$ cat config.mk
export PLATFORM = sky130hd
export DESIGN_NAME = reset_slice_bank
export DESIGN_NICKNAME = d
export VERILOG_FILES = /design/src/rtl/rsc_pkg.sv /design/src/rtl/rsc_auth.sv /design/src/rtl/rsc_trig.sv /design/src/rtl/rsc_slice.sv /design/src/rtl/reset_slice_bank.sv
export SDC_FILE = /design/constraint.sdc
export NUM_CORES = 1
export LEC_CHECK = 0
export BUFFER_PORTS_ARGS = -buffer_cell sky130_fd_sc_hd__buf_4
export CAP_MARGIN = 15
export CORE_MARGIN = 3
export CORE_UTILIZATION = 54
export CTS_BUF_LIST = sky130_fd_sc_hd__clkbuf_8
export DETAILED_ROUTE_END_ITERATION = 12
export PLACE_DENSITY = 0.82
export REMOVE_ABC_BUFFERS = 1
export SLEW_MARGIN = 10
export SYNTH_ARGS = -nofsm -noshare
export SYNTH_HDL_FRONTEND = slang
export SYNTH_SLANG_ARGS = --single-unit
$ cat constraint.sdc
create_clock -name clk -period 2.45 [get_ports clk]
set_input_delay 0 -clock clk [delete_from_list [all_inputs] [get_ports clk]]
set_output_delay 0 -clock clk [all_outputs]
set_load 0.02 [all_outputs]
$ cat src/rtl/rsc_pkg.sv
package rsc_pkg;
  // window layout
  localparam int unsigned WIN_SHIFT = 5;
  localparam logic [4:0] OFF_AUTH  = 5'h00;
  localparam logic [4:0] OFF_CTRL  = 5'h04;
  localparam logic [4:0] OFF_SPMSK = 5'h08;
  localparam logic [4:0] OFF_PMMSK = 5'h0C;
  localparam logic [4:0] OFF_STAT  = 5'h10;

  // authentication bit positions
  localparam int unsigned B_PMODE  = 0;
  localparam int unsigned B_SPMODE = 1;
  localparam int unsigned B_LK_MOD = 7;
  localparam int unsigned B_ASG    = 8;
  localparam int unsigned B_LK_ASG = 15;
  localparam int unsigned B_WL     = 16;
  localparam int unsigned B_LK_WL  = 23;
  localparam int unsigned B_USER   = 24;
  localparam int unsigned B_NSEC   = 25;
  localparam int unsigned B_LK_ACC = 31;

  localparam int unsigned CORE_ID_W  = 2;
  localparam int unsigned CORE_SLOTS = 1 << CORE_ID_W;
  localparam int unsigned NCPU       = 2;
  localparam int unsigned CPU0_CORE  = 1;
  localparam int unsigned MODES      = 4;
  localparam int unsigned SP_IDX_W   = 4;
  localparam int unsigned SP_W       = 1 << SP_IDX_W;
  localparam logic [CORE_SLOTS-1:0] WL_RESET = 4'b0110;

  typedef enum logic [1:0] {PM_RUN, PM_WAIT, PM_STOP, PM_SUSP} pmode_e;
endpackage

$ cat src/rtl/rsc_auth.sv
module rsc_auth
  import rsc_pkg::*;
(
  input  logic                  clk,
  input  logic                  rst_ni,
  input  logic                  wr,
  input  logic [31:0]           wdata,
  output logic [31:0]           auth_q,
  output logic                  pm_en,
  output logic                  sp_en,
  output logic [CORE_SLOTS-1:0] asg_list,
  output logic [CORE_SLOTS-1:0] white_list,
  output logic                  user_ok,
  output logic                  nsec_ok
);
  logic [1:0]            mode_q;
  logic [1:0]            acc_q;
  logic [CORE_SLOTS-1:0] asg_q, wl_q;
  logic                  lk_mod, lk_asg, lk_wl, lk_acc;

  // field updates use the lock state before this write
  always_ff @(posedge clk or negedge rst_ni) begin
    if (!rst_ni) begin
      mode_q <= '0;
      acc_q  <= '0;
      asg_q  <= '0;
      wl_q   <= WL_RESET;
      lk_mod <= 1'b0;
      lk_asg <= 1'b0;
      lk_wl  <= 1'b0;
      lk_acc <= 1'b0;
    end else if (wr) begin
      if (!lk_mod) begin
        mode_q[0] <= wdata[B_PMODE];
        mode_q[1] <= wdata[B_SPMODE] & ~wdata[B_PMODE];
      end
      if (!lk_asg) asg_q <= wdata[B_ASG +: CORE_SLOTS];
      if (!lk_wl)  wl_q  <= wdata[B_WL +: CORE_SLOTS];
      if (!lk_acc) acc_q <= wdata[B_NSEC:B_USER];
      lk_mod <= lk_mod | wdata[B_LK_MOD];
      lk_asg <= lk_asg | wdata[B_LK_ASG];
      lk_wl  <= lk_wl  | wdata[B_LK_WL];
      lk_acc <= lk_acc | wdata[B_LK_ACC];
    end
  end

  assign auth_q = {lk_acc, 5'b0, acc_q, lk_wl, 3'b0, wl_q,
                   lk_asg, 3'b0, asg_q, lk_mod, 5'b0, mode_q};
  assign pm_en      = mode_q[0];
  assign sp_en      = mode_q[1];
  assign asg_list   = asg_q;
  assign white_list = wl_q;
  assign user_ok    = acc_q[0];
  assign nsec_ok    = acc_q[1];
endmodule

$ cat src/rtl/rsc_trig.sv
module rsc_trig
  import rsc_pkg::*;
(
  input  logic                       pm_en,
  input  logic                       sp_en,
  input  logic [CORE_SLOTS-1:0]      asg_list,
  input  logic [NCPU*MODES-1:0]      pm_mask,
  input  logic [SP_W-1:0]            sp_mask,
  input  logic [NCPU-1:0][1:0]       cpu_mode,
  input  logic [SP_IDX_W-1:0]        setpoint,
  output logic                       trig
);
  logic [NCPU-1:0] cpu_hit;

  for (genvar c = 0; c < NCPU; c++) begin : g_cpu
    assign cpu_hit[c] = asg_list[CPU0_CORE + c] && pm_mask[MODES*c + int'(cpu_mode[c])];
  end

  assign trig = (pm_en && |cpu_hit) || (sp_en && sp_mask[setpoint]);
endmodule

$ cat src/rtl/rsc_slice.sv
module rsc_slice
  import rsc_pkg::*;
#(
  parameter int unsigned SW_HOLD = 6
) (
  input  logic                  clk,
  input  logic                  rst_ni,
  input  logic                  sel,
  input  logic                  we,
  input  logic [4:0]            off,
  input  logic [31:0]           wdata,
  input  logic [CORE_ID_W-1:0]  id,
  input  logic                  priv,
  input  logic                  secure,
  input  logic [NCPU-1:0][1:0]  cpu_mode,
  input  logic [SP_IDX_W-1:0]   setpoint,
  output logic [31:0]           rdata,
  output logic                  rst_out_n,
  output logic                  sw_go,
  output logic                  hw_trig
);
  localparam int unsigned CNT_W = $clog2(SW_HOLD + 1);

  logic [31:0]           auth_q;
  logic                  pm_en, sp_en, user_ok, nsec_ok;
  logic [CORE_SLOTS-1:0] asg_list, white_list;
  logic [SP_W-1:0]       sp_mask;
  logic [NCPU*MODES-1:0] pm_mask;
  logic [CNT_W-1:0]      hold_cnt;
  logic                  hw_q, hw_flag, sw_flag, busy, wr_ok;

  assign wr_ok = sel && we && white_list[id] && (priv || user_ok) && (secure || nsec_ok);
  assign sw_go = wr_ok && (off == OFF_CTRL) && wdata[0];

  rsc_auth u_auth (
    .clk(clk), .rst_ni(rst_ni), .wr(wr_ok && (off == OFF_AUTH)), .wdata(wdata),
    .auth_q(auth_q), .pm_en(pm_en), .sp_en(sp_en), .asg_list(asg_list),
    .white_list(white_list), .user_ok(user_ok), .nsec_ok(nsec_ok)
  );

  rsc_trig u_trig (
    .pm_en(pm_en), .sp_en(sp_en), .asg_list(asg_list), .pm_mask(pm_mask),
    .sp_mask(sp_mask), .cpu_mode(cpu_mode), .setpoint(setpoint), .trig(hw_trig)
  );

  always_ff @(posedge clk or negedge rst_ni) begin
    if (!rst_ni) begin
      sp_mask  <= '0;
      pm_mask  <= '0;
      hold_cnt <= '0;
      hw_q     <= 1'b0;
      hw_flag  <= 1'b0;
      sw_flag  <= 1'b0;
    end else begin
      hw_q <= hw_trig;
      if (wr_ok && off == OFF_SPMSK) sp_mask <= wdata[SP_W-1:0];
      if (wr_ok && off == OFF_PMMSK) pm_mask <= wdata[NCPU*MODES-1:0];
      if (sw_go)              hold_cnt <= CNT_W'(SW_HOLD);
      else if (hold_cnt != 0) hold_cnt <= hold_cnt - 1'b1;
      if (hw_trig)                               hw_flag <= 1'b1;
      else if (wr_ok && off == OFF_STAT && wdata[2]) hw_flag <= 1'b0;
      if (sw_go)                                 sw_flag <= 1'b1;
      else if (wr_ok && off == OFF_STAT && wdata[3]) sw_flag <= 1'b0;
    end
  end

  assign busy      = (hold_cnt != 0);
  assign rst_out_n = ~(busy | hw_q);

  always_comb begin
    case (off)
      OFF_AUTH:  rdata = auth_q;
      OFF_CTRL:  rdata = {31'b0, busy};
      OFF_SPMSK: rdata = {{(32-SP_W){1'b0}}, sp_mask};
      OFF_PMMSK: rdata = {{(32-NCPU*MODES){1'b0}}, pm_mask};
      OFF_STAT:  rdata = {28'b0, sw_flag, hw_flag, 1'b0, ~rst_out_n};
      default:   rdata = '0;
    endcase
  end
endmodule

$ cat src/rtl/reset_slice_bank.sv
module reset_slice_bank
  import rsc_pkg::*;
#(
  parameter int unsigned N_SLICES = 4,
  parameter int unsigned SW_HOLD  = 6,
  parameter int unsigned ADDR_W   = 12
) (
  input  logic                 clk,
  input  logic                 rst_ni,
  input  logic                 bus_req,
  input  logic                 bus_we,
  input  logic [ADDR_W-1:0]    bus_addr,
  input  logic [31:0]          bus_wdata,
  input  logic [1:0]           bus_id,
  input  logic                 bus_priv,
  input  logic                 bus_secure,
  output logic [31:0]          bus_rdata,
  input  logic [1:0]           cpu0_mode,
  input  logic [1:0]           cpu1_mode,
  input  logic [3:0]           setpoint,
  output logic [N_SLICES-1:0]  slice_rst_n
);
  localparam int unsigned IDX_W = 4;
  localparam int unsigned HI_W  = ADDR_W - WIN_SHIFT - IDX_W;

  logic [IDX_W-1:0]           win_idx;
  logic                       in_bank;
  logic [NCPU-1:0][1:0]       modes;
  logic [N_SLICES-1:0][31:0]  slice_rd;
  logic [N_SLICES-1:0]        sw_go, hw_trig;

  assign win_idx = bus_addr[WIN_SHIFT +: IDX_W];
  assign in_bank = bus_req && (bus_addr[ADDR_W-1 -: HI_W] == HI_W'(1))
                   && (32'(win_idx) < N_SLICES);
  assign modes   = {cpu1_mode, cpu0_mode};

  for (genvar i = 0; i < N_SLICES; i++) begin : g_slice
    rsc_slice #(.SW_HOLD(SW_HOLD)) u_slice (
      .clk(clk), .rst_ni(rst_ni),
      .sel(in_bank && win_idx == IDX_W'(i)), .we(bus_we),
      .off(bus_addr[WIN_SHIFT-1:0]), .wdata(bus_wdata),
      .id(bus_id), .priv(bus_priv), .secure(bus_secure),
      .cpu_mode(modes), .setpoint(setpoint),
      .rdata(slice_rd[i]), .rst_out_n(slice_rst_n[i]),
      .sw_go(sw_go[i]), .hw_trig(hw_trig[i])
    );
  end

  always_comb begin
    bus_rdata = '0;
    for (int i = 0; i < N_SLICES; i++)
      if (in_bank && win_idx == IDX_W'(i)) bus_rdata = slice_rd[i];
  end
endmodule

==> results.json <==
{
  "gp_congestion": 0.982,
  "clock_latency_ns": 0.49,
  "synth_seq_cells": 184,
  "die_w_microns": 142,
  "syn-cell-area_sq_mm": 0.00992,
  "path_clk_slew_ns": 0.11,
  "cts_tree": "built",
  "grt_start_max_net_pins": 80,
  "rsz0062_at_grt": "yes",
  "synth_async_sr_flop_share_pct": 100,
  "slew_headroom_pct": 56.3,
  "worstSetupEndpointType": "output pin",
  "power_mw": 5.51,
  "hold_class": "primary input to asynchronous set/reset pin",
  "drive_gt1_share_pct": 37.0,
  "drc": 0,
  "syn_avg_cell_area_sq_um": 12.4,
  "final_cell_mix": "dfrtp_1, mux2_2, buf_4, nand2_1, mux2i_1",
  "ant_nets": 0,
  "drtPass1Iterations": 5,
  "status": "completed",
  "fmax_mhz": 421,
  "cp-start-kind": "flip-flop",
  "path_max_fanout": 3,
  "clk_path_buf_depth": 2,
  "seq_area_frac_synth_pct": 46.5,
  "syn_inst": 801,
  "skew_ns": 0.0164,
  "htree_levels": 4,
  "grt_pass1_wl_microns": 42300,
  "maxCapViolCount": 0,
  "coreArea_sq_mm": 0.0177,
  "synth_warnings": 0,
  "arrival_ns": 2.37,
  "irDropWorstVdd_mv": 0.363,
  "finalHoldViolCount": 0,
  "final_common_cell": "dfrtp_1",
  "required_ns": 2.45,
  "die_h_microns": 142,
  "totalWireLength_microns": 26900,
  "cts-root-buf": "clkbuf_8",
  "cts_buffers": 17,
  "slew_violations": 0,
  "synth_cell_types": 61,
  "num_vias": 7392,
  "drt_iter0_drc": 815,
  "ios": 96,
  "cts_sinks": 184,
  "hold_slack_ns": 0.0473,
  "finalCritPeriodShare_pct": 96.9,
  "numPortBuffers": 79,
  "drt-wirelength-per-cell_microns": 23.4,
  "synth_edf_count": 0,
  "n_antenna_cell": 0,
  "cellLeakagePower_nw": 5.69,
  "track_usage_pct": 27.4,
  "ys.flop_type": "dfrtp_1",
  "dpl_cell_area_sq_mm": 0.0107,
  "fin_area_sq_mm": 0.0114,
  "tightest_slew_ns": 0.653,
  "dp_hpwl_microns": 19500,
  "viasPerCell": 6.43,
  "area_delta_synth_final_pct": 15.4,
  "grt_pass1_vias": 7443,
  "grt_overflow": 0,
  "path_class": "flip-flop to output pin",
  "rows": 48,
  "antenna_found_initial": 0,
  "setup_viol": 0,
  "power.density_mw_per_mm2": 481,
  "num-nets-final": 979,
  "period_minus_slack_ns": 2.37,
  "start_util_pct": 56.2,
  "dieArea_sq_mm": 0.0200
}
[timing repair]
| item | in CTS | in global routing |
|---|---|---|
| endpoints found under the hold margin | 237 | 0 |
| hold buffers | 26 | 0 |
| setup endpoints to repair | 1 | 2 |
| gates resized for setup | 8 | 2 |
| pin swaps | 1 | 1 |
| setup buffers | 1 | 0 |
[cell usage after synthesis (8+ instances only)]
| library cell | number | area [sq um] |
|---|---|---|
| buf_2 | 14 | 70.1 |
| ha_1 | 8 | 100 |
| mux2_4 | 20 | 300 |
| a22o_1 | 8 | 70.1 |
| dfstp_2 | 8 | 210 |
| nor4_1 | 8 | 50.1 |
| nand3_1 | 13 | 65.1 |
| mux2i_1 | 43 | 430 |
| and3_1 | 12 | 75.1 |
| nand2_1 | 45 | 169 |
| nor2b_1 | 22 | 138 |
| nand2b_1 | 13 | 81.3 |
| dfrtp_1 | 176 | 4400 |
| mux4_2 | 21 | 473 |
| a221oi_1 | 15 | 131 |
| nor3_1 | 8 | 40.0 |
| a22oi_1 | 22 | 165 |
| a21o_1 | 16 | 120 |
| mux2_2 | 125 | 1410 |
| o21ai_0 | 19 | 95.1 |
| buf_4 | 12 | 90.1 |
| nor2_1 | 36 | 135 |
| and2_1 | 8 | 50.1 |
| clkbuf_1 | 15 | 56.3 |
| inv_1 | 11 | 41.3 |
[final timing paths]
| path | from | endpoint | slack, ns | depth (start not counted) |
|---|---|---|---|---|
| max | g_slice[0].u_slice.hold_cnt[0] | bus_rdata[0] | 0.08 | 8 |
| min | rst_ni | g_slice[0].u_slice.u_auth.asg_list[0] | 0.05 | 2 |
| max reg2reg | g_slice[3].u_slice.u_auth.white_list[1] | g_slice[3].u_slice.sp_mask[2] | 0.18 | 5 |
| min reg2reg | g_slice[1].u_slice.u_auth.lk_acc | g_slice[1].u_slice.u_auth.lk_acc | 0.49 | 1 |
| max in group asynchronous | rst_ni | g_slice[3].u_slice.u_auth.white_list[1] | 1.50 | 3 |
| min in group clk | bus_we | g_slice[2].u_slice.u_auth.lk_asg | 0.06 | 4 |
[stage by stage]
| step | cells | TNS [ns] | worst slack, ns | util (%) |
|---|---|---|---|---|
| floorplan | 757 | 0 | 0.360 | - |
| global placement | 1090 | 0 | 0.126 | 60.8 |
| detailed placement | 1090 | 0 | 0.106 | 60.8 |
| CTS | 1149 | 0 | 0.0208 | 64.7 |
| global route | 1149 | -0.00878 | -0.00878 | 64.8 |
| finish | 1149 | 0 | 0.0762 | 64.8 |
[worst max-delay path, stage by stage (launching register included)]
cell and delay [ns]:
dfrtp_1 0.40, inv_2 0.09, ha_4 0.16, nand2b_4 0.06, mux4_2 0.46, a221oi_2 0.22
a41oi_1 0.07, o2111a_1 0.28, buf_4 0.16
[area by class of cell]
cell class / count / area [sq um]
Clock buffer: 19 / 262
Inverter: 11 / 41.3
Tap cell: 225 / 282
Multi-Input combinational cell: 562 / 5020
Sequential cell: 184 / 4610
Clock inverter: 13 / 125
Fill cell: 1390 / 6220
Timing Repair Buffer: 135 / 1090
[layer usage]
layer	share of wire (%)	GRT usage, %
met3	8.7	5.29
met1	41	38.7
met2	48	43.4
met5	0	0
met4	2.2	8.54
[logic make-up (layout without fill, tap and decap cells)]
logic type                 count (synthesis)  in the layout  share of synthesized area, %
other                                      1              8                        0.0378
DFF                                      184            184                          46.5
buffers and inverters                     62            178                          3.53
muxes                                    213            213                          27.4
AOI/OAI and AO/OA                        131            131                          9.87
and+or+nand+nor                          198            198                          11.3
xor gates and xnor gates                   4              4                         0.353
adders and majority gates                  8              8                          1.01
[flip-flops by register name, summed over array words and instances (netlist names)]
name	cells
g_slice.u_slice.u_auth.lk_asg	4
g_slice.u_slice.sw_flag	4
g_slice.u_slice.hw_q	4
g_slice.u_slice.u_auth.mode_q	8
g_slice.u_slice.u_auth.lk_wl	4
g_slice.u_slice.u_auth.asg_list	16
g_slice.u_slice.hw_flag	4
g_slice.u_slice.sp_mask	64
g_slice.u_slice.hold_cnt	12
g_slice.u_slice.u_auth.lk_mod	4
g_slice.u_slice.pm_mask	32
g_slice.u_slice.u_auth.white_list	16
g_slice.u_slice.u_auth.lk_acc	4
g_slice.u_slice.u_auth.acc_q	8
[power by group]
part	total, mW	internal (mW)	switching [mW]	leakage (nW)
sequential	3.04	3.04	0	2.54
clock	2.03	0.809	1.22	0.198
combinational	0.440	0.168	0.272	2.95
(Power assumes the default switching activity.)
